File: src/rtl/isotime_pkg.sv
package isotime_pkg;
   // Positions of the sticky event flags; the host decodes them.
   localparam int unsigned FLG_START = 0;
   localparam int unsigned FLG_LOST  = 1;
   localparam int unsigned FLG_DONE  = 2;
   localparam int unsigned NUM_FLAGS = 3;
endpackage

File: src/rtl/isotime_edge.sv
// Synchronizes an asynchronous level and reports its rising edges.
// Reset fills the chain with ones so a source tied high gives no false edge.
module isotime_edge #(
   parameter int unsigned STAGES = 2
) (
   input  logic clk,
   input  logic rst_n,
   input  logic async_in,
   output logic rise
);
   logic [STAGES-1:0] sync_q;
   logic              last_q;

   generate
      if (STAGES < 2) begin : g_bad_stages
         $error("isotime_edge: STAGES must be at least 2");
      end
   endgenerate

   always_ff @(posedge clk or negedge rst_n) begin
      if (!rst_n) begin
         sync_q <= '1;
         last_q <= 1'b1;
      end else begin
         sync_q <= {sync_q[STAGES-2:0], async_in};
         last_q <= sync_q[STAGES-1];
      end
   end

   assign rise = sync_q[STAGES-1] & ~last_q;
endmodule

File: src/rtl/isotime_counter.sv
// Mixed-radix time counter: offset (mod OFFS_MOD), cycle (mod CYC_MOD), seconds.
module isotime_counter #(
   parameter int unsigned OFFS_W   = 12,
   parameter int unsigned CYC_W    = 13,
   parameter int unsigned SEC_W    = 7,
   parameter int unsigned OFFS_MOD = 3072,
   parameter int unsigned CYC_MOD  = 8000
) (
   input  logic                          clk,
   input  logic                          rst_n,
   input  logic                          tick,
   input  logic                          ext_rise,
   input  logic                          enable,
   input  logic                          src_ext,
   input  logic                          master,
   input  logic                          load,
   input  logic [OFFS_W+CYC_W+SEC_W-1:0] load_val,
   output logic [OFFS_W+CYC_W+SEC_W-1:0] ctime,
   output logic                          cyc_out,
   output logic                          tx_req
);
   localparam int unsigned CYC_LSB = OFFS_W;
   localparam int unsigned SEC_LSB = OFFS_W + CYC_W;
   localparam int unsigned TIME_W  = OFFS_W + CYC_W + SEC_W;

   logic [OFFS_W-1:0] off_q;
   logic [CYC_W-1:0]  cyc_q;
   logic [SEC_W-1:0]  sec_q;
   logic              off_last;
   logic              cyc_last;
   logic              step;
   logic              off_adv;

   // A modulus equal to the field range wraps by plain overflow.
   generate
      if (OFFS_MOD == (1 << OFFS_W)) begin : g_off_full
         assign off_last = &off_q;
      end else begin : g_off_cmp
         assign off_last = (off_q == OFFS_W'(OFFS_MOD - 1));
      end
      if (CYC_MOD == (1 << CYC_W)) begin : g_cyc_full
         assign cyc_last = &cyc_q;
      end else begin : g_cyc_cmp
         assign cyc_last = (cyc_q == CYC_W'(CYC_MOD - 1));
      end
   endgenerate

   // step: a new cycle begins; off_adv: offset moves without a new cycle.
   always_comb begin
      step    = 1'b0;
      off_adv = 1'b0;
      if (!load && enable) begin
         if (src_ext) begin
            step    = ext_rise;
            off_adv = tick & ~ext_rise;
         end else begin
            step    = tick & off_last;
            off_adv = tick & ~off_last;
         end
      end
   end

   always_ff @(posedge clk or negedge rst_n) begin
      if (!rst_n) begin
         off_q   <= '0;
         cyc_q   <= '0;
         sec_q   <= '0;
         cyc_out <= 1'b0;
         tx_req  <= 1'b0;
      end else begin
         if (load) begin
            off_q <= load_val[CYC_LSB-1:0];
            cyc_q <= load_val[SEC_LSB-1:CYC_LSB];
            sec_q <= load_val[TIME_W-1:SEC_LSB];
         end else if (step) begin
            off_q <= '0;
            if (cyc_last) begin
               cyc_q <= '0;
               sec_q <= sec_q + 1'b1;
            end else begin
               cyc_q <= cyc_q + 1'b1;
            end
         end else if (off_adv) begin
            off_q <= off_last ? '0 : off_q + 1'b1;
         end
         cyc_out <= step;
         tx_req  <= step & master;
      end
   end

   assign ctime = {sec_q, cyc_q, off_q};
endmodule

File: src/rtl/isotime_monitor.sv
// Sticky event flags, lost-start window and masked interrupt.
module isotime_monitor
   import isotime_pkg::*;
#(
   parameter int unsigned LOST_WIN = 4096
) (
   input  logic                 clk,
   input  logic                 rst_n,
   input  logic                 cyc_out,
   input  logic                 tx_req,
   input  logic                 rx_start,
   input  logic                 master,
   input  logic                 iso_gap,
   input  logic [NUM_FLAGS-1:0] flag_clr,
   input  logic [NUM_FLAGS-1:0] flag_mask,
   output logic [NUM_FLAGS-1:0] flags,
   output logic                 irq_n
);
   localparam int unsigned CNT_W = $clog2(LOST_WIN + 1);

   logic                 armed_q;
   logic [CNT_W-1:0]     win_q;
   logic                 in_cyc_q;
   logic                 start_evt;
   logic                 lost_hit;
   logic                 done_hit;
   logic [NUM_FLAGS-1:0] set_vec;
   logic [NUM_FLAGS-1:0] flags_q;

   assign start_evt = tx_req | rx_start;
   assign lost_hit  = armed_q & ~rx_start & (win_q == CNT_W'(LOST_WIN - 1));
   assign done_hit  = iso_gap & in_cyc_q;

   always_comb begin
      set_vec            = '0;
      set_vec[FLG_START] = start_evt;
      set_vec[FLG_LOST]  = lost_hit;
      set_vec[FLG_DONE]  = done_hit;
   end

   // Window for the expected received start after a local cycle boundary.
   always_ff @(posedge clk or negedge rst_n) begin
      if (!rst_n) begin
         armed_q <= 1'b0;
         win_q   <= '0;
      end else if (rx_start) begin
         armed_q <= 1'b0;
         win_q   <= '0;
      end else if (cyc_out && !master) begin
         armed_q <= 1'b1;
         win_q   <= '0;
      end else if (armed_q) begin
         if (lost_hit) begin
            armed_q <= 1'b0;
         end
         win_q <= win_q + 1'b1;
      end
   end

   always_ff @(posedge clk or negedge rst_n) begin
      if (!rst_n) begin
         in_cyc_q <= 1'b0;
         flags_q  <= '0;
      end else begin
         if (start_evt) begin
            in_cyc_q <= 1'b1;
         end else if (done_hit) begin
            in_cyc_q <= 1'b0;
         end
         flags_q <= (flags_q & ~flag_clr) | set_vec;
      end
   end

   assign flags = flags_q;
   assign irq_n = ~|(flags_q & flag_mask);
endmodule

File: src/rtl/isotime_core.sv
// Cycle timer and cycle monitor top level.
module isotime_core
   import isotime_pkg::*;
#(
   parameter int unsigned OFFS_W      = 12,
   parameter int unsigned CYC_W       = 13,
   parameter int unsigned SEC_W       = 7,
   parameter int unsigned OFFS_MOD    = 3072,
   parameter int unsigned CYC_MOD     = 8000,
   parameter int unsigned LOST_WIN    = 4096,
   parameter int unsigned SYNC_STAGES = 2
) (
   input  logic                          clk,
   input  logic                          rst_n,
   input  logic                          tick,
   input  logic                          ext_cyc,
   input  logic                          cfg_enable,
   input  logic                          cfg_src_ext,
   input  logic                          cfg_master,
   input  logic                          rx_cs_valid,
   input  logic [OFFS_W+CYC_W+SEC_W-1:0] rx_cs_time,
   input  logic                          iso_gap,
   input  logic [NUM_FLAGS-1:0]          flag_clr,
   input  logic [NUM_FLAGS-1:0]          flag_mask,
   output logic [OFFS_W+CYC_W+SEC_W-1:0] ctime,
   output logic                          cyc_out,
   output logic                          cs_tx_req,
   output logic [NUM_FLAGS-1:0]          flags,
   output logic                          irq_n
);
   localparam int unsigned TIME_W = OFFS_W + CYC_W + SEC_W;

   generate
      if (OFFS_MOD < 2 || OFFS_MOD > (1 << OFFS_W)) begin : g_bad_offs
         $error("isotime_core: OFFS_MOD does not fit OFFS_W");
      end
      if (CYC_MOD < 2 || CYC_MOD > (1 << CYC_W)) begin : g_bad_cyc
         $error("isotime_core: CYC_MOD does not fit CYC_W");
      end
      if (SEC_W < 1 || TIME_W > 64) begin : g_bad_time
         $error("isotime_core: time field widths out of range");
      end
      if (LOST_WIN < 1) begin : g_bad_win
         $error("isotime_core: LOST_WIN must be at least 1");
      end
   endgenerate

   logic ext_rise;
   logic rx_accept;
   logic tx_req;

   assign rx_accept = rx_cs_valid & ~cfg_master;

   isotime_edge #(
      .STAGES(SYNC_STAGES)
   ) u_edge (
      .clk     (clk),
      .rst_n   (rst_n),
      .async_in(ext_cyc),
      .rise    (ext_rise)
   );

   isotime_counter #(
      .OFFS_W  (OFFS_W),
      .CYC_W   (CYC_W),
      .SEC_W   (SEC_W),
      .OFFS_MOD(OFFS_MOD),
      .CYC_MOD (CYC_MOD)
   ) u_cnt (
      .clk     (clk),
      .rst_n   (rst_n),
      .tick    (tick),
      .ext_rise(ext_rise),
      .enable  (cfg_enable),
      .src_ext (cfg_src_ext),
      .master  (cfg_master),
      .load    (rx_accept),
      .load_val(rx_cs_time),
      .ctime   (ctime),
      .cyc_out (cyc_out),
      .tx_req  (tx_req)
   );

   isotime_monitor #(
      .LOST_WIN(LOST_WIN)
   ) u_mon (
      .clk      (clk),
      .rst_n    (rst_n),
      .cyc_out  (cyc_out),
      .tx_req   (tx_req),
      .rx_start (rx_accept),
      .master   (cfg_master),
      .iso_gap  (iso_gap),
      .flag_clr (flag_clr),
      .flag_mask(flag_mask),
      .flags    (flags),
      .irq_n    (irq_n)
   );

   assign cs_tx_req = tx_req;
endmodule

File: config.mk
export PLATFORM = sky130hd
export DESIGN_NAME = isotime_core
export DESIGN_NICKNAME = d
export VERILOG_FILES = /design/src/rtl/isotime_pkg.sv /design/src/rtl/isotime_edge.sv /design/src/rtl/isotime_counter.sv /design/src/rtl/isotime_monitor.sv /design/src/rtl/isotime_core.sv
export SDC_FILE = /design/constraint.sdc
export NUM_CORES = 1
export LEC_CHECK = 0
export BUFFER_PORTS_ARGS = -buffer_cell sky130_fd_sc_hd__buf_2
export CAP_MARGIN = 10
export CORE_MARGIN = 3
export CORE_UTILIZATION = 35
export DETAILED_ROUTE_END_ITERATION = 10
export PLACE_DENSITY_LB_ADDON = 0.1
export SYNTH_ARGS = -nofsm -noshare
export SYNTH_HDL_FRONTEND = slang
export SYNTH_HIERARCHICAL = 1
export SYNTH_SLANG_ARGS = --single-unit
File: constraint.sdc
create_clock -name clk -period 3 [get_ports clk]
set_clock_uncertainty 0.2 [all_clocks]
set_input_delay 0.6 -clock clk [delete_from_list [all_inputs] [get_ports clk]]
set_output_delay 0.6 -clock clk [all_outputs]
set_load 0.005 [all_outputs]
Word level (Yosys, flattened, before mapping) --
Index checks and enable logic that the tools add are counted.
Operators by class: reduce and logical (&&, ||, !) cells 12, multiplexer cells 23, bitwise gates (word level) 19, add/sub/neg operators 4, eq/ne operators 3
Operators with widths (count):
- two-way mux 13 bit | 6
- two-way mux 12 bit | 4
- adder 13 x 1 -> 13 bit (second input constant) | 2
- two-way mux 7 bit | 3
- == test 13 x 12 -> 1 bit (second input constant) | 1
- == test 13 bit (second input constant) | 1
- adder 12 x 1 -> 12 bit (second input constant) | 1
- == test 12 bit (second input constant) | 1
- two-way mux 1 bit | 10
- AND 1 bit | 9
- adder 7 x 1 -> 7 bit (second input constant) | 1
- AND 3 bit | 2
- nonzero test 2 bit | 3
- nonzero test 3 bit | 2
- inverter 1 bit | 5
- logical NOT 1 bit | 3
- inverter 3 bit | 1
- OR 3 bit | 1
- OR reduction 3 bit | 1
- logical AND 1 bit | 2
- AND reduction 2 bit | 1
- OR 1 bit | 1
Storage, ports and cells: register bits 55, word-level logic and storage cells 72

Logic depth before layout (Yosys ltp) --
word-level depth 9, mapped depth 10, gate-level depth less buffers 7

Hierarchy --
The synthesis kept the hierarchy.
By module, submodules not included:
- isotime_counter | area an instance 2105.8 um^2, instances 1, cells each 237
- isotime_monitor | area an instance 912.1 um^2, instances 1, cells each 90
- isotime_edge | area an instance 92.6 um^2, instances 1, cells each 4
- isotime_core | area an instance 13.8 um^2, instances 1, cells each 1

Worst setup path after synthesis --
Ideal clock, no wire load.
path type input-to-reg, start input rx_cs_valid, end register u_cnt.cyc_q[6], stages 9, arrival time 2.417 ns, path slack 0.259 ns, data required time 2.676 ns, setup time 0.124 ns, path through nor2b_4 -> clkbuf_1 -> nand4b_1 -> or4_4 -> buf_6 -> and2_4 -> buf_6 -> o311a_1 -> a211o_1
Between the ends: cells in the longest elaborated chain, start to end 5, elaborated cells on any way between the ends 6, those cells by class mux: 2; bitwise: 1; reduce/logical: 3
Ends and longest elaborated chain:
- from (decl) | RTL line isotime_core.sv:20 | input logic rx_cs_valid,
- AND 1 bit * | RTL line isotime_core.sv:52 | assign rx_accept = rx_cs_valid & ~cfg_master;
- logical NOT 1 bit | RTL line isotime_counter.sv:52 | if (!load && enable) begin
- logical AND 1 bit | RTL line isotime_counter.sv:52
- two-way mux 1 bit | RTL line isotime_counter.sv:52
- nonzero test 2 bit (no source line)
- to (signal assigned) | RTL line isotime_counter.sv:73 | cyc_q <= load_val[SEC_LSB-1:CYC_LSB];
- to (signal assigned) | RTL line isotime_counter.sv:81 | cyc_q <= cyc_q + 1'b1;
- to (decl) | RTL line isotime_counter.sv:27 | logic [CYC_W-1:0] cyc_q;
Mark *: on every way between the ends. The rest lies on a longest branch, timed or not. A chain may end at the register's enable or synchronous reset.

Worst setup path in the final report --
start register u_cnt.off_q[0], end register u_cnt.cyc_q[6]
Between the ends: cells in the longest elaborated chain, start to end 5
Ends and longest elaborated chain:
- from (decl) | RTL line isotime_counter.sv:26 | logic [OFFS_W-1:0] off_q;
- from (signal assigned) | RTL line isotime_counter.sv:72 | off_q <= load_val[CYC_LSB-1:0];
- from (signal assigned) | RTL line isotime_counter.sv:84 | off_q <= off_last ? '0 : off_q + 1'b1;
- == test 12 bit | RTL line isotime_counter.sv:39 | assign off_last = (off_q == OFFS_W'(OFFS_MOD - 1));
- AND 1 bit | RTL line isotime_counter.sv:57 | step = tick & off_last;
- two-way mux 1 bit | RTL line isotime_counter.sv:53 | if (src_ext) begin
- two-way mux 1 bit | RTL line isotime_counter.sv:52
- nonzero test 2 bit (no source line)
Every way passes these cells.

==> reports/metrics.cfg <==
[outcome]
status=finished, final reports clean

[timing]
slew_headroom_pct=53.0
max_clock_freq_mhz=380
finalSetupTns_ns=0
rsz0062_at_grt=no
min_period_over_period_pct=87.7
min_period_ns=2.63
setup_ws_ns=0.368
hold_viol=0
finalSetupViolations=0
worst_pin_slew_ns=0.702
slew_violations=0

[yosys]
async_reset_ff_share_pct=100
ys_warn_count=6
yosysUniqueCellTypes=58
synth-seq-area-share_pct=44.2
syn_nets=383
netlist_area_um2=3120
synth_top_cell_area_share_pct=41.6
yosys.area.top_type=dfrtp_1
synth-seq-cells=55
postSynthAreaPerCell_um2=9.41
syn_inst=332
synth-edff-count=0
synth_area_leaders=dfrtp_1 (42%), nand2_1 (3.6%), o21ai_0 (3.0%)
dominantRegCellSynth=dfrtp_1

[run]
maxCapViolations=0

[global_route]
grt_max_degree=30
grt_pass1_vias=2808
grt_use_total_pct=17.2
overflow=0
antenna_found_initial=0
grt_pass1_wl_um=14100

[clock_tree]
cts_hold_buf=0
tritoncts=done
cts_made_buffers=5
cts.path.max_buffers=2
ctsRootBufferMaster=clkbuf_8
post_cts_buffers=0
cts_resized=0
clk_latency_ns=0.30
htree_levels=2
clkSinkCount=55
clk_pin_slew_ns=0.10

[finish]
layout-drive-gt1-share_pct=27.5
final_common_cell=buf_2
layout_common_cells=buf_2 (84), dfrtp_1 (52), nand2_1 (30), nor2_1 (21), o21ai_0 (19)
area_growth_pct=20.3
nets=464
fin_util_pct=44.6
layout.cells.non_filler=520

[power]
p_per_area_nw_per_um2=502
peakVddDrop_mv=0.259
p_leak_nw=1.63

[drt]
first_pass_iters=4
wl_um=8530
vias_per_cell=5.56
drtIter0Drc=117
wl_met2_um=4110
antenna_left=0
route.detailed.drc=0
top_layer_used=met4
vias=2892
wl_met3_um=447
wl_met1_um=3930
wire_per_inst_um=16.4

[setup_path]
worstPathMaxFanout=25
worstPathCellList=ha_1, nand3_2, or4_4, and2_4, o311a_1, a211o_1
max_stage_delay_ns=0.63
path_buf_inv=0
cp.arrival_ns=2.63
cp_slowest_cell=or4_4
cp_top_family=simple AND/OR/NAND/NOR gates
start_kind=flop
cp-end-kind=flop
crit_type=reg -> reg
cp.required_ns=3.00

[die]
core_area_um2=8420
ioPinCount=85
die_area_um2=10100
die_h_um=100
std_cell_rows=33
die_w_um=100
initial_core_util_pct=37.1

[placement]
dpl_worst_slack_ns=0.229
gp_congestion=0.823
placed_cells=511
io_buffers=84
dpl.hpwl_um=6220

[worst_hold_path]
hp-class=in -> async

[kinds of logic after synthesis]
| logic type | after synthesis | share of synthesized area [%] |
|---|---|---|
| and+or+nand+nor | 134 | 24.9 |
| AOI/OAI and AO/OA | 96 | 20.9 |
| DFF | 55 | 44.2 |
| buffers and inverters | 30 | 4.57 |
| xor gates and xnor gates | 7 | 1.96 |
| muxes | 6 | 1.96 |
| adders and majority gates | 4 | 1.60 |
[cells in the mapped netlist (5+ instances only)]
cell type / instances
dfrtp_1: 52
nor2_1: 21
a22oi_1: 6
nand2_1: 30
nor3_1: 12
or4_1: 6
o21ai_0: 19
a21oi_1: 16
inv_1: 11
nand3_1: 16
clkbuf_1: 13
a31oi_1: 5
nor4b_1: 6
o22ai_1: 6
nor4_1: 10
a221o_1: 7
mux2i_1: 5
[per-layer routing]
| metal | vias up | global-route usage, % |
|---|---|---|
| met1 | 1396 | 23.6 |
| met5 | - | 0 |
| met2 | 70 | 28.4 |
| met4 | 0 | 3.42 |
| met3 | 2 | 3.39 |
| li1 | 1424 | - |
[power breakdown]
part	switching (mW)	internal, mW
Sequential	0.127	0.828
Clock	0.254	0.250
Combinational	0.222	0.207
Total	0.603	1.28
[state kept, by name, summed over array words and instances, names as in the netlist, 2 cells and up]
signal	count
u_cnt/sec_q	7
u_edge/sync_q	2
u_cnt/off_q	12
u_mon/win_q	13
u_mon/flags	3
u_cnt/cyc_q	13
[per-stage QoR]
step                power, mW  area, um^2  hold slack (ns)
global placement         1.40        3650            0.150
finish                   1.89        3760            0.125
detailed placement       1.40        3650            0.149
floorplan                1.19        3120            0.104
global route             2.01        3760            0.157
CTS                      1.92        3760            0.142
[layout make-up]
type | instances | area (um^2)
Fill cell | 857 | 4660
Clock buffer | 6 | 72.6
Tap cell | 105 | 131
Inverter | 13 | 48.8
Sequential cell | 55 | 1380
Multi-Input combinational cell | 247 | 1600
Antenna cell | 1 | 2.50
Timing Repair Buffer | 91 | 485
Clock inverter | 2 | 37.5
[worst paths after layout]
path | start | endpoint | slack, ns | cells past startpoint
worst max-delay path | u_cnt/off_q[0] | u_cnt/cyc_q[6] | 0.37 | 6
worst min-delay path | rst_n | u_cnt/off_q[1] | 0.13 | 1
worst max register to register | u_cnt/off_q[0] | u_cnt/cyc_q[6] | 0.37 | 6
worst min register to register | u_edge/sync_q[0] | u_edge/sync_q[1] | 0.16 | 0
max in group asynchronous | rst_n | u_cnt/cyc_q[11] | 1.89 | 2
min in group clk | u_edge/sync_q[0] | u_edge/sync_q[1] | 0.16 | 0
(Power assumes the default switching activity.)
